**config.mk**
```make
export PLATFORM = sky130hd
export DESIGN_NAME = frame_timer_bank
export DESIGN_NICKNAME = d
export VERILOG_FILES = /design/src/rtl/ftb_pkg.sv /design/src/rtl/ftb_ctrl.sv /design/src/rtl/ftb_datapath.sv /design/src/rtl/frame_timer_bank.sv
export SDC_FILE = /design/constraint.sdc
export NUM_CORES = 1
export LEC_CHECK = 0
export BUFFER_PORTS_ARGS = -buffer_cell sky130_fd_sc_hd__buf_2
export CAP_MARGIN = 20
export CORE_MARGIN = 4
export CORE_UTILIZATION = 56
export DETAILED_ROUTE_END_ITERATION = 8
export PLACE_DENSITY = 0.78
export SETUP_SLACK_MARGIN = 0.15
export SYNTH_ARGS = -nofsm -noshare
export SYNTH_HDL_FRONTEND = slang
export SYNTH_SLANG_ARGS = --single-unit
```
**constraint.sdc**
```tcl
create_clock -name clk -period 2 [get_ports clk]
set_input_delay 0.1 -clock clk [delete_from_list [all_inputs] [get_ports clk]]
set_output_delay 0.1 -clock clk [all_outputs]
set_load 0.005 [all_outputs]
```
**src/rtl/ftb_pkg.sv**
```systemverilog
package ftb_pkg;
  localparam int ADDR_W      = 4;
  localparam int NUM_TMR     = 5;
  localparam int N_CB        = 2;
  localparam int N_FLAG      = NUM_TMR - N_CB;
  localparam int STAGE1_TMRS = 1;
  localparam int CLK_BYTES   = 3;
  localparam int ADDR_CLK0   = 0;
  localparam int ADDR_TMR0   = ADDR_CLK0 + CLK_BYTES;
  localparam int ADDR_DEB    = ADDR_TMR0 + NUM_TMR;
  localparam int ADDR_FLG    = ADDR_DEB + 1;

  typedef struct packed {
    logic                 stage1;
    logic                 stage2;
    logic [CLK_BYTES-1:0] ldClk;
    logic [NUM_TMR-1:0]   ldTmr;
    logic                 ldDeb;
  } strobes_t;
endpackage

```
**src/rtl/ftb_ctrl.sv**
```systemverilog
module ftb_ctrl
  import ftb_pkg::*;
(
  input  logic              clk,
  input  logic              rstN,
  input  logic              tick,
  input  logic              critical,
  input  logic              wrEn,
  input  logic [ADDR_W-1:0] wrAddr,
  output strobes_t          ctl
);
  always_comb begin
    ctl.stage1 = tick;
    ctl.stage2 = tick && !critical;
    for (int b = 0; b < CLK_BYTES; b++)
      ctl.ldClk[b] = wrEn && (wrAddr == ADDR_W'(ADDR_CLK0 + b));
    for (int i = 0; i < NUM_TMR; i++)
      ctl.ldTmr[i] = wrEn && (wrAddr == ADDR_W'(ADDR_TMR0 + i));
    ctl.ldDeb = wrEn && (wrAddr == ADDR_W'(ADDR_DEB));
  end


  single_load_chk: assert property (@(posedge clk) disable iff (!rstN)
    $onehot0({ctl.ldClk, ctl.ldTmr, ctl.ldDeb}));

  stage_order_chk: assert property (@(posedge clk) disable iff (!rstN)
    ctl.stage2 |-> ctl.stage1);
endmodule

```
**src/rtl/ftb_datapath.sv**
```systemverilog
module ftb_datapath
  import ftb_pkg::*;
#(
  parameter int TMR_W = 16,
  parameter int DEB_W = 8
) (
  input  logic              clk,
  input  logic              rstN,
  input  strobes_t          ctl,
  input  logic [TMR_W-1:0]  wrData,
  input  logic [ADDR_W-1:0] rdAddr,
  output logic [TMR_W-1:0]  rdData,
  output logic [N_CB-1:0]   cbReq,
  output logic [N_FLAG-1:0] timerFlag
);
  localparam int CLK_W = CLK_BYTES * 8;

  logic [CLK_W-1:0] clkCnt;
  logic [TMR_W-1:0] tmr [NUM_TMR];
  logic [DEB_W-1:0] deb;
  logic [NUM_TMR-1:0] advTmr;
  logic [NUM_TMR-1:0] hit;

  for (genvar gi = 0; gi < NUM_TMR; gi++) begin : g_tmr
    if (gi < STAGE1_TMRS) begin : g_s1
      assign advTmr[gi] = ctl.stage1;
    end else begin : g_s2
      assign advTmr[gi] = ctl.stage2;
    end
    assign hit[gi] = advTmr[gi] && !ctl.ldTmr[gi] && (tmr[gi] == TMR_W'(1));


    idle_timer_chk: assert property (@(posedge clk) disable iff (!rstN)
      (tmr[gi] == '0) && !ctl.ldTmr[gi] |=> (tmr[gi] == '0));
  end

  always_ff @(posedge clk or negedge rstN) begin
    if (!rstN) begin
      clkCnt <= '0;
    end else if (|ctl.ldClk) begin
      for (int b = 0; b < CLK_BYTES; b++)
        if (ctl.ldClk[b]) clkCnt[(CLK_BYTES-1-b)*8 +: 8] <= wrData[7:0];
    end else if (ctl.stage1) begin
      clkCnt <= clkCnt + 1'b1;
    end
  end

  always_ff @(posedge clk or negedge rstN) begin
    if (!rstN) begin
      for (int i = 0; i < NUM_TMR; i++) tmr[i] <= '0;
    end else begin
      for (int i = 0; i < NUM_TMR; i++) begin
        if (ctl.ldTmr[i]) tmr[i] <= wrData;
        else if (advTmr[i] && tmr[i] != '0) tmr[i] <= tmr[i] - 1'b1;
      end
    end
  end

  always_ff @(posedge clk or negedge rstN) begin
    if (!rstN) begin
      deb <= '0;
    end else if (ctl.ldDeb) begin
      deb <= wrData[DEB_W-1:0];
    end else if (ctl.stage2 && deb != '0) begin
      deb <= deb - 1'b1;
    end
  end

  always_ff @(posedge clk or negedge rstN) begin
    if (!rstN) begin
      cbReq     <= '0;
      timerFlag <= '0;
    end else begin
      cbReq <= hit[N_CB-1:0];
      for (int j = 0; j < N_FLAG; j++) begin
        if (ctl.ldTmr[N_CB+j] && wrData != '0) timerFlag[j] <= 1'b0;
        else if (hit[N_CB+j]) timerFlag[j] <= 1'b1;
      end
    end
  end

  always_comb begin
    rdData = '0;
    for (int b = 0; b < CLK_BYTES; b++)
      if (rdAddr == ADDR_W'(ADDR_CLK0 + b))
        rdData = TMR_W'(clkCnt[(CLK_BYTES-1-b)*8 +: 8]);
    for (int i = 0; i < NUM_TMR; i++)
      if (rdAddr == ADDR_W'(ADDR_TMR0 + i)) rdData = tmr[i];
    if (rdAddr == ADDR_W'(ADDR_DEB)) rdData = TMR_W'(deb);
    if (rdAddr == ADDR_W'(ADDR_FLG)) rdData = TMR_W'(timerFlag);
  end


  clock_step_chk: assert property (@(posedge clk) disable iff (!rstN)
    ctl.stage1 && (ctl.ldClk == '0) |=> clkCnt == $past(clkCnt) + 1'b1);

  cb_pulse_chk: assert property (@(posedge clk) disable iff (!rstN)
    cbReq[0] |=> !cbReq[0]);

  cb2_pulse_chk: assert property (@(posedge clk) disable iff (!rstN)
    cbReq[1] |=> !cbReq[1]);

  flag_sticky_chk: assert property (@(posedge clk) disable iff (!rstN)
    timerFlag[0] && !(ctl.ldTmr[N_CB] && wrData != '0) |=> timerFlag[0]);

  deb_floor_chk: assert property (@(posedge clk) disable iff (!rstN)
    (deb == '0) && !ctl.ldDeb |=> (deb == '0));

  crit_hold_chk: assert property (@(posedge clk) disable iff (!rstN)
    ctl.stage1 && !ctl.stage2 && !ctl.ldTmr[1] |=> $stable(tmr[1]));
endmodule

```
**src/rtl/frame_timer_bank.sv**
```systemverilog
module frame_timer_bank
  import ftb_pkg::*;
#(
  parameter int TMR_W = 16,
  parameter int DEB_W = 8
) (
  input  logic              clk,
  input  logic              rstN,
  input  logic              tick,
  input  logic              critical,
  input  logic              wrEn,
  input  logic [ADDR_W-1:0] wrAddr,
  input  logic [TMR_W-1:0]  wrData,
  input  logic [ADDR_W-1:0] rdAddr,
  output logic [TMR_W-1:0]  rdData,
  output logic [N_CB-1:0]   cbReq,
  output logic [N_FLAG-1:0] timerFlag
);
  strobes_t ctl;

  ftb_ctrl u_ctrl (
    .clk(clk), .rstN(rstN), .tick(tick), .critical(critical),
    .wrEn(wrEn), .wrAddr(wrAddr), .ctl(ctl)
  );

  ftb_datapath #(.TMR_W(TMR_W), .DEB_W(DEB_W)) u_dp (
    .clk(clk), .rstN(rstN), .ctl(ctl), .wrData(wrData),
    .rdAddr(rdAddr), .rdData(rdData), .cbReq(cbReq), .timerFlag(timerFlag)
  );
endmodule

```
==> results.sh, run 1 <==
export IMPL_final_setup_skew_ps=12.5
export IMPL_yosys_area_share_xor_xnor=0.0676
export IMPL_yosys_top_cells_count="dfrtp_1, nand2_1, nor2_1, a21oi_1, o21ai_0"
export IMPL_final_hold_violation_count=0
export IMPL_drc=0
export IMPL_powerDensity_nw_per_um2=1300
export IMPL_cts_max_level=4
export IMPL_synth_async_sr_flop_share=1.00
export IMPL_start_util=0.579
export IMPL_cts_root_buf="clkbuf_16"
export IMPL_crit_chain="mux2_4 -> a22oi_2 -> nor2_1 -> a211oi_1 -> o21ai_1 -> buf_2"
export IMPL_grt_pass1_vias=8538
export IMPL_whs_ps=11.8
export IMPL_overflow=0
export IMPL_antenna_found_initial=0
export IMPL_seq_area_frac_synth=0.359
export IMPL_clock_sinks=117
export IMPL_muxShareOfSynthArea=0.0382
export IMPL_synth_top_area_cell="dfrtp_1"
export IMPL_crit_fanout=5
export IMPL_vdd_drop_max_v=0.000862
export IMPL_min_delay_worst_endpoint="u_dp.tmr[47]$_DFFE_PN0P_"
export IMPL_cp_slowest_cell="dfrtp_1"
export IMPL_slew_violations=0
export IMPL_dp_cells=1231
export IMPL_die_area_sq_um=16600
export IMPL_via_per_inst=7.31
export IMPL_cts_buffer_depth=2
export IMPL_synth_nets=998
export IMPL_clkTransAtPathRegs_ps=70
export IMPL_syn_inst=951
export IMPL_rsz0062_at_grt="yes"
export IMPL_endpoint_kind="output port"
export IMPL_finalCriticalPeriod_ps=2180
export IMPL_setup_viol=30
export IMPL_drt_initial_drc_count=1954
export IMPL_relSlewSlack=0.465
export IMPL_dp_slack_ps=-44.4
export IMPL_synth_top_family_by_area="simple AND/OR/NAND/NOR gates"
export IMPL_maxCapViolations=0
export IMPL_die_x_um=129
export IMPL_netlist_area_leader_share=0.359
export IMPL_gp_congestion=1.04
export IMPL_groute_usage_overall=0.383
export IMPL_rows=43
export IMPL_reg2reg_depth=8
export IMPL_criticalPathCategory="reg -> out"
export IMPL_synth_edf_count=0
export IMPL_utilization=0.799
export IMPL_drtAntennaViolNets=0
export IMPL_synth_ff_type="dfrtp_1"
export IMPL_die_y_um=129
export IMPL_cts_buffers=17
export IMPL_nets=1170
export IMPL_avgSynthCellArea_sq_um=8.58
export IMPL_portBuffers=49
export IMPL_wl_per_cell_um=26.9
export IMPL_antenna_cells=0
export IMPL_failed_checks="setup timing"
export IMPL_dr_pass1_iters=9
export IMPL_vias=9604
export IMPL_synth_area_sq_um=8160
export IMPL_postPlaceCellArea_sq_um=9300
export IMPL_cp_arrival_ps=2080
export IMPL_yosys_area_share_simple=0.253
export IMPL_fin_ws_ps=-178
export IMPL_tightest_slew_ps=800
export IMPL_synth_compound_area_frac=0.216
export IMPL_synthTopCellsByArea="dfrtp_1, xnor2_1, a21oi_1"
export IMPL_grt_start_max_net_pins=52
export IMPL_layout_cell_area_non_filler_sq_um=11300
export IMPL_dpl_hpwl_um=20300
export IMPL_grt_pass1_wl_um=48200
export IMPL_worstHoldStart="wrData[15]"
export IMPL_leakage_uw=0.00439
export IMPL_yosys_area_share_adder=0.0276
export IMPL_synth_most_common_cell="dfrtp_1"
export IMPL_status="finished, violations left"
export IMPL_fin_crit_sh=1.09
export IMPL_worstPathRequired_ps=1900
export IMPL_startpoint_type="flip-flop"
export IMPL_wirelength_um=35300
export IMPL_fmax_mhz=459
export IMPL_synth_seq_cells=117
export IMPL_min_path_type="in -> reg"
export IMPL_r2r_start="u_dp.tmr[34]$_DFFE_PN0P_"
export IMPL_worstHoldPathCells=3
export IMPL_core_area_sq_um=14100
export IMPL_regToRegEndpoint="u_dp.tmr[34]$_DFFE_PN0P_"
export IMPL_io_pins=50
export IMPL_cts_tree="done"
export IMPL_drive_above_1_share=0.357
export IMPL_instances_no_fill=1313
export IMPL_synth_distinct_cells=79
export IMPL_synthToLayoutAreaGrowth_pct=38.0
export IMPL_critPathMaxStageDelay_ps=430
export IMPL_worstSkewPairLatency_ps=430
export IMPL_r2r_slack_ps=-110
export IMPL_yosysWarnings=0
## metrics by stage
stage          setup TNS (ps)  power (uW)
2_1_floorplan               0        6980
5_1_grt                 -4070       15100
3_5_place_dp            -44.4        9070
3_3_place_gp            -23.9        8930
6_report                -1920       14600
4_1_cts                  -267       13200
## state kept, by name, indices dropped and copies added (netlist names)
signal          flops
u_dp.timerFlag      3
u_dp.clkCnt        24
u_dp.deb            8
u_dp.cbReq          2
u_dp.tmr           80
## critical path, delay by kind of cell, from the launching register on
kind                   cells  cell delay, ps
AOI/OAI and AO/OA          3             650
DFF                        1             430
muxes                      1             290
buffers and inverters      1             170
and+or+nand+nor            1             100
## cell type report
class / instances / area, sq um
tap: 180 / 225
clock inverter: 8 / 149
timing repair buffer: 207 / 1600
fill: 838 / 2840
multi-input combinational: 761 / 5800
inverter: 19 / 71.3
sequential: 117 / 2940
clock buffer: 21 / 480
## where the power goes
part / total, uW / internal, uW / switching (uW)
logic: 6630 / 3070 / 3550
registers: 4640 / 3320 / 1330
clock network: 3340 / 2190 / 1150
## how the worst max path moves through the flow
stage / startpoint / end / slack (ps) / cells past startpoint
finish: u_dp.clkCnt[15]$_DFFE_PN0P_ / rdData[7] / -180 / 6
global route: u_dp.tmr[60]$_DFFE_PN0P_ / u_dp.tmr[63]$_DFFE_PN0P_ / -220 / 5
CTS: u_dp.clkCnt[21]$_DFFE_PN0P_ / rdData[5] / -110 / 5
detailed placement: rdAddr[0] / rdData[8] / -40 / 7
global placement: rdAddr[0] / rdData[8] / -20 / 7
floorplan: u_dp.tmr[32]$_DFFE_PN0P_ / u_dp.tmr[36]$_DFFE_PN0P_ / 90 / 8
## placed cells by master, fill, tap and decap left out, drive strengths merged, types with 8 or more instances in the layout
cell type	instances
nand4	14
buf	205
inv	19
dfrtp	117
nand2	94
ha	18
xor2	18
and3	8
a211oi	12
o31ai	8
a21oi	80
or3	15
nor4	28
a22oi	16
a222oi	8
a31oi	9
xnor2	45
nor2	90
o22ai	14
nor3	43
o211ai	8
clkbuf	21
nand3	29
o22a	8
mux2i	12
o21ai	75
## cells by family after synthesis
group	after synthesis
XOR/XNOR	63
AND/OR/NAND/NOR	385
adder cells (fa/ha/maj)	18
AO/OA/AOI/OAI	272
multiplexers	23
flip-flops	117
buffers and inverters	73
## metal layers
metal / global-route usage / routed length [um]
met3: 0.123 / 5250
met1: 0.496 / 11900
met5: 0 / 0
met2: 0.570 / 15200
met4: 0.208 / 2920
## what timing repair did
action                                  in CTS  in global routing
gates resized for setup                    109                105
hold endpoints to repair                    31                  0
buffers inserted                            23                 28
hold buffers                                 2                  0
endpoints found under the setup margin      68                 99
pin swaps                                   15                 59
Power figures use the tool's default switching activity.
==> inputs of run 2 (changes only) <==
--- a/config.mk
+++ b/config.mk
@@ -8,9 +8,9 @@
 export BUFFER_PORTS_ARGS = -buffer_cell sky130_fd_sc_hd__buf_2
 export CAP_MARGIN = 20
 export CORE_MARGIN = 4
-export CORE_UTILIZATION = 56
+export CORE_UTILIZATION = 35
 export DETAILED_ROUTE_END_ITERATION = 8
-export PLACE_DENSITY = 0.78
+export PLACE_DENSITY = 0.52
 export SETUP_SLACK_MARGIN = 0.15
 export SYNTH_ARGS = -nofsm -noshare
 export SYNTH_HDL_FRONTEND = slang
==> constraint.sdc (replaced) <==
create_clock -name clk -period 2.3 [get_ports clk]
set_input_delay 0.115 -clock clk [delete_from_list [all_inputs] [get_ports clk]]
set_output_delay 0.115 -clock clk [all_outputs]
set_load 0.005 [all_outputs]
==> results.sh, run 2 (synthesis gave the netlist of run 1 again) <==
export IMPL_status="finished, final reports clean"
export IMPL_p_comb_frac=0.335
export IMPL_min_path_type="in -> reg"
export IMPL_die_y_um=161
export IMPL_rows=55
export IMPL_clockPowerShare=0.260
export IMPL_dpl_hpwl_um=22500
export IMPL_endpoint_kind="output port"
export IMPL_largest_register_ff_count=80
export IMPL_drt_initial_drc_count=938
export IMPL_groute_usage_overall=0.238
export IMPL_p_int_uw=6270
export IMPL_antenna_cells=0
export IMPL_crit_chain="mux4_2 -> mux2i_4 -> nor3_2 -> a221o_1 -> buf_2"
export IMPL_grt_start_max_net_pins=61
export IMPL_io_pins=50
export IMPL_fin_crit_sh=0.942
export IMPL_maxCapViolations=0
export IMPL_gp_congestion=0.937
export IMPL_crit_fanout=2
export IMPL_regMostFlops="u_dp.tmr"
export IMPL_clkTransAtPathRegs_ps=60
export IMPL_via_per_inst=5.85
export IMPL_fin_total_pwr_uw=10500
export IMPL_grt_pass1_vias=7427
export IMPL_clock_sinks=117
export IMPL_rsz0062_at_grt="yes"
export IMPL_startpoint_type="flip-flop"
export IMPL_wirelength_um=30800
export IMPL_drc=0
export IMPL_core_area_sq_um=22800
export IMPL_powerDensity_nw_per_um2=1070
export IMPL_vias=7929
export IMPL_tightest_slew_ps=1060
export IMPL_layout_cell_area_non_filler_sq_um=9750
export IMPL_synthToLayoutAreaGrowth_pct=19.4
export IMPL_final_hold_violation_count=0
export IMPL_die_x_um=161
export IMPL_drtAntennaViolNets=0
export IMPL_finalSetupTns_ps=0
export IMPL_nets=1077
export IMPL_sw_frac_of_total=0.400
export IMPL_drive_above_1_share=0.203
export IMPL_slew_violations=0
export IMPL_cts_max_level=4
export IMPL_cts_buffers=17
export IMPL_criticalPathCategory="reg -> out"
export IMPL_setup_viol=0
export IMPL_grt_pass1_wl_um=47100
export IMPL_largestRegisters="u_dp.tmr x80, u_dp.clkCnt x24, u_dp.deb x8"
export IMPL_worstPathRequired_ps=2180
export IMPL_postPlaceCellArea_sq_um=9010
export IMPL_fmax_mhz=462
export IMPL_seq_power_share=0.405
export IMPL_relSlewSlack=0.285
export IMPL_layout_commonest_cell="dfrtp_1"
export IMPL_wl_per_cell_um=22.7
export IMPL_portBuffers=49
export IMPL_cts_buffer_depth=2
export IMPL_critPathMaxStageDelay_ps=490
export IMPL_die_area_sq_um=25800
export IMPL_antenna_found_initial=0
export IMPL_worstSkewPairLatency_ps=420
export IMPL_start_util=0.358
export IMPL_cp_arrival_ps=2050
export IMPL_switchingPower_uw=4190
export IMPL_dr_pass1_iters=8
export IMPL_final_setup_skew_ps=11.6
export IMPL_cts_tree="done"
export IMPL_leakage_uw=0.00374
export IMPL_overflow=0
export IMPL_final_cell_mix="dfrtp_1, nand2_1, nor2_1, a21oi_1, buf_4"
export IMPL_cp_slowest_cell="mux4_2"
export IMPL_cts_root_buf="clkbuf_16"
export IMPL_vdd_drop_max_v=0.000394
export IMPL_cp_top_family="multiplexers"
export IMPL_critPathBufInv=1
export IMPL_finalCriticalPeriod_ps=2170
-- run 2: cell types whose count changed in the layout (fill, tap and decap cells not counted), sizes merged --
| cell | change |
|---|---|
| buf | -92 |
| bufinv | -2 |
| clkbuf | +2 |
| clkinv | +1 |
| clkinvlp | +1 |
| dlygate4sd3 | -1 |
-- run 2: area by class of cell --
| type | count | area (sq um) |
|---|---|---|
| Tap cell | 313 | 392 |
| Clock inverter | 8 | 97.6 |
| Fill cell | 2314 | 13000 |
| Inverter | 19 | 71.3 |
| Multi-Input combinational cell | 761 | 5000 |
| Timing Repair Buffer | 114 | 751 |
| Clock buffer | 23 | 498 |
| Sequential cell | 117 | 2940 |
-- run 2: worst register-to-register path: cells and delay by family, from the launching register on --
| kind | cells | cell delay [ps] |
|---|---|---|
| muxes | 2 | 490 |
| DFF | 1 | 410 |
| and+or+nand+nor | 2 | 530 |
| AOI/OAI and AO/OA | 1 | 290 |
| adders and majority gates | 1 | 150 |
| buffers and inverters | 1 | 120 |
-- run 2: path summary, 6_finish.rpt --
path / depth (start not counted) / slack [ps] / endpoint / from
max: 5 / 130 / rdData[3] / u_dp.clkCnt[19]$_DFFE_PN0P_
min: 3 / 70 / u_dp.tmr[59]$_DFFE_PN0P_ / wrData[11]
min in group asynchronous: 2 / 140 / u_dp.tmr[68]$_DFFE_PN0P_ / rstN
max reg2reg: 7 / 230 / u_dp.tmr[65]$_DFFE_PN0P_ / u_dp.tmr[64]$_DFFE_PN0P_
max in group asynchronous: 3 / 1310 / u_dp.tmr[35]$_DFFE_PN0P_ / rstN
min reg2reg: 1 / 570 / u_dp.clkCnt[23]$_DFFE_PN0P_ / u_dp.clkCnt[23]$_DFFE_PN0P_
-- run 2: power groups by stage --
stage	logic [uW]	registers [uW]	clock network [uW]
after floorplan	2260	3740	0
after global placement	3280	4270	0
after detailed placement	3290	4230	0
after CTS	3450	4170	2770
after global routing	3880	4320	2860
final	3500	4240	2720
-- run 2: repair_timing --
action                                 CTS  global route
gates resized for setup                  9            21
buffers inserted                         7             0
hold buffers                             1             0
setup endpoints to repair                3            27
endpoints found under the hold margin   38             0
pin swaps                                1             5
-- run 2: metrics by stage --
stage	cells	setup WS, ps	hold WS (ps)	util
after floorplan	951	268	-181	-
after global placement	1316	189	46.7	0.396
after CTS	1355	99.1	46.6	0.426
final	1355	134	73.6	0.428
after global routing	1355	80.9	68.8	0.428
after detailed placement	1316	186	46.2	0.396
-- run 2: layer usage --
metal / vias up / routed length, um / global-route usage
met2: 274 / 13800 / 0.361
met5: - / 0 / 0
met3: 40 / 1930 / 0.0364
met4: 0 / 608 / 0.0675
met1: 3919 / 14500 / 0.352
li1: 3696 / - / -
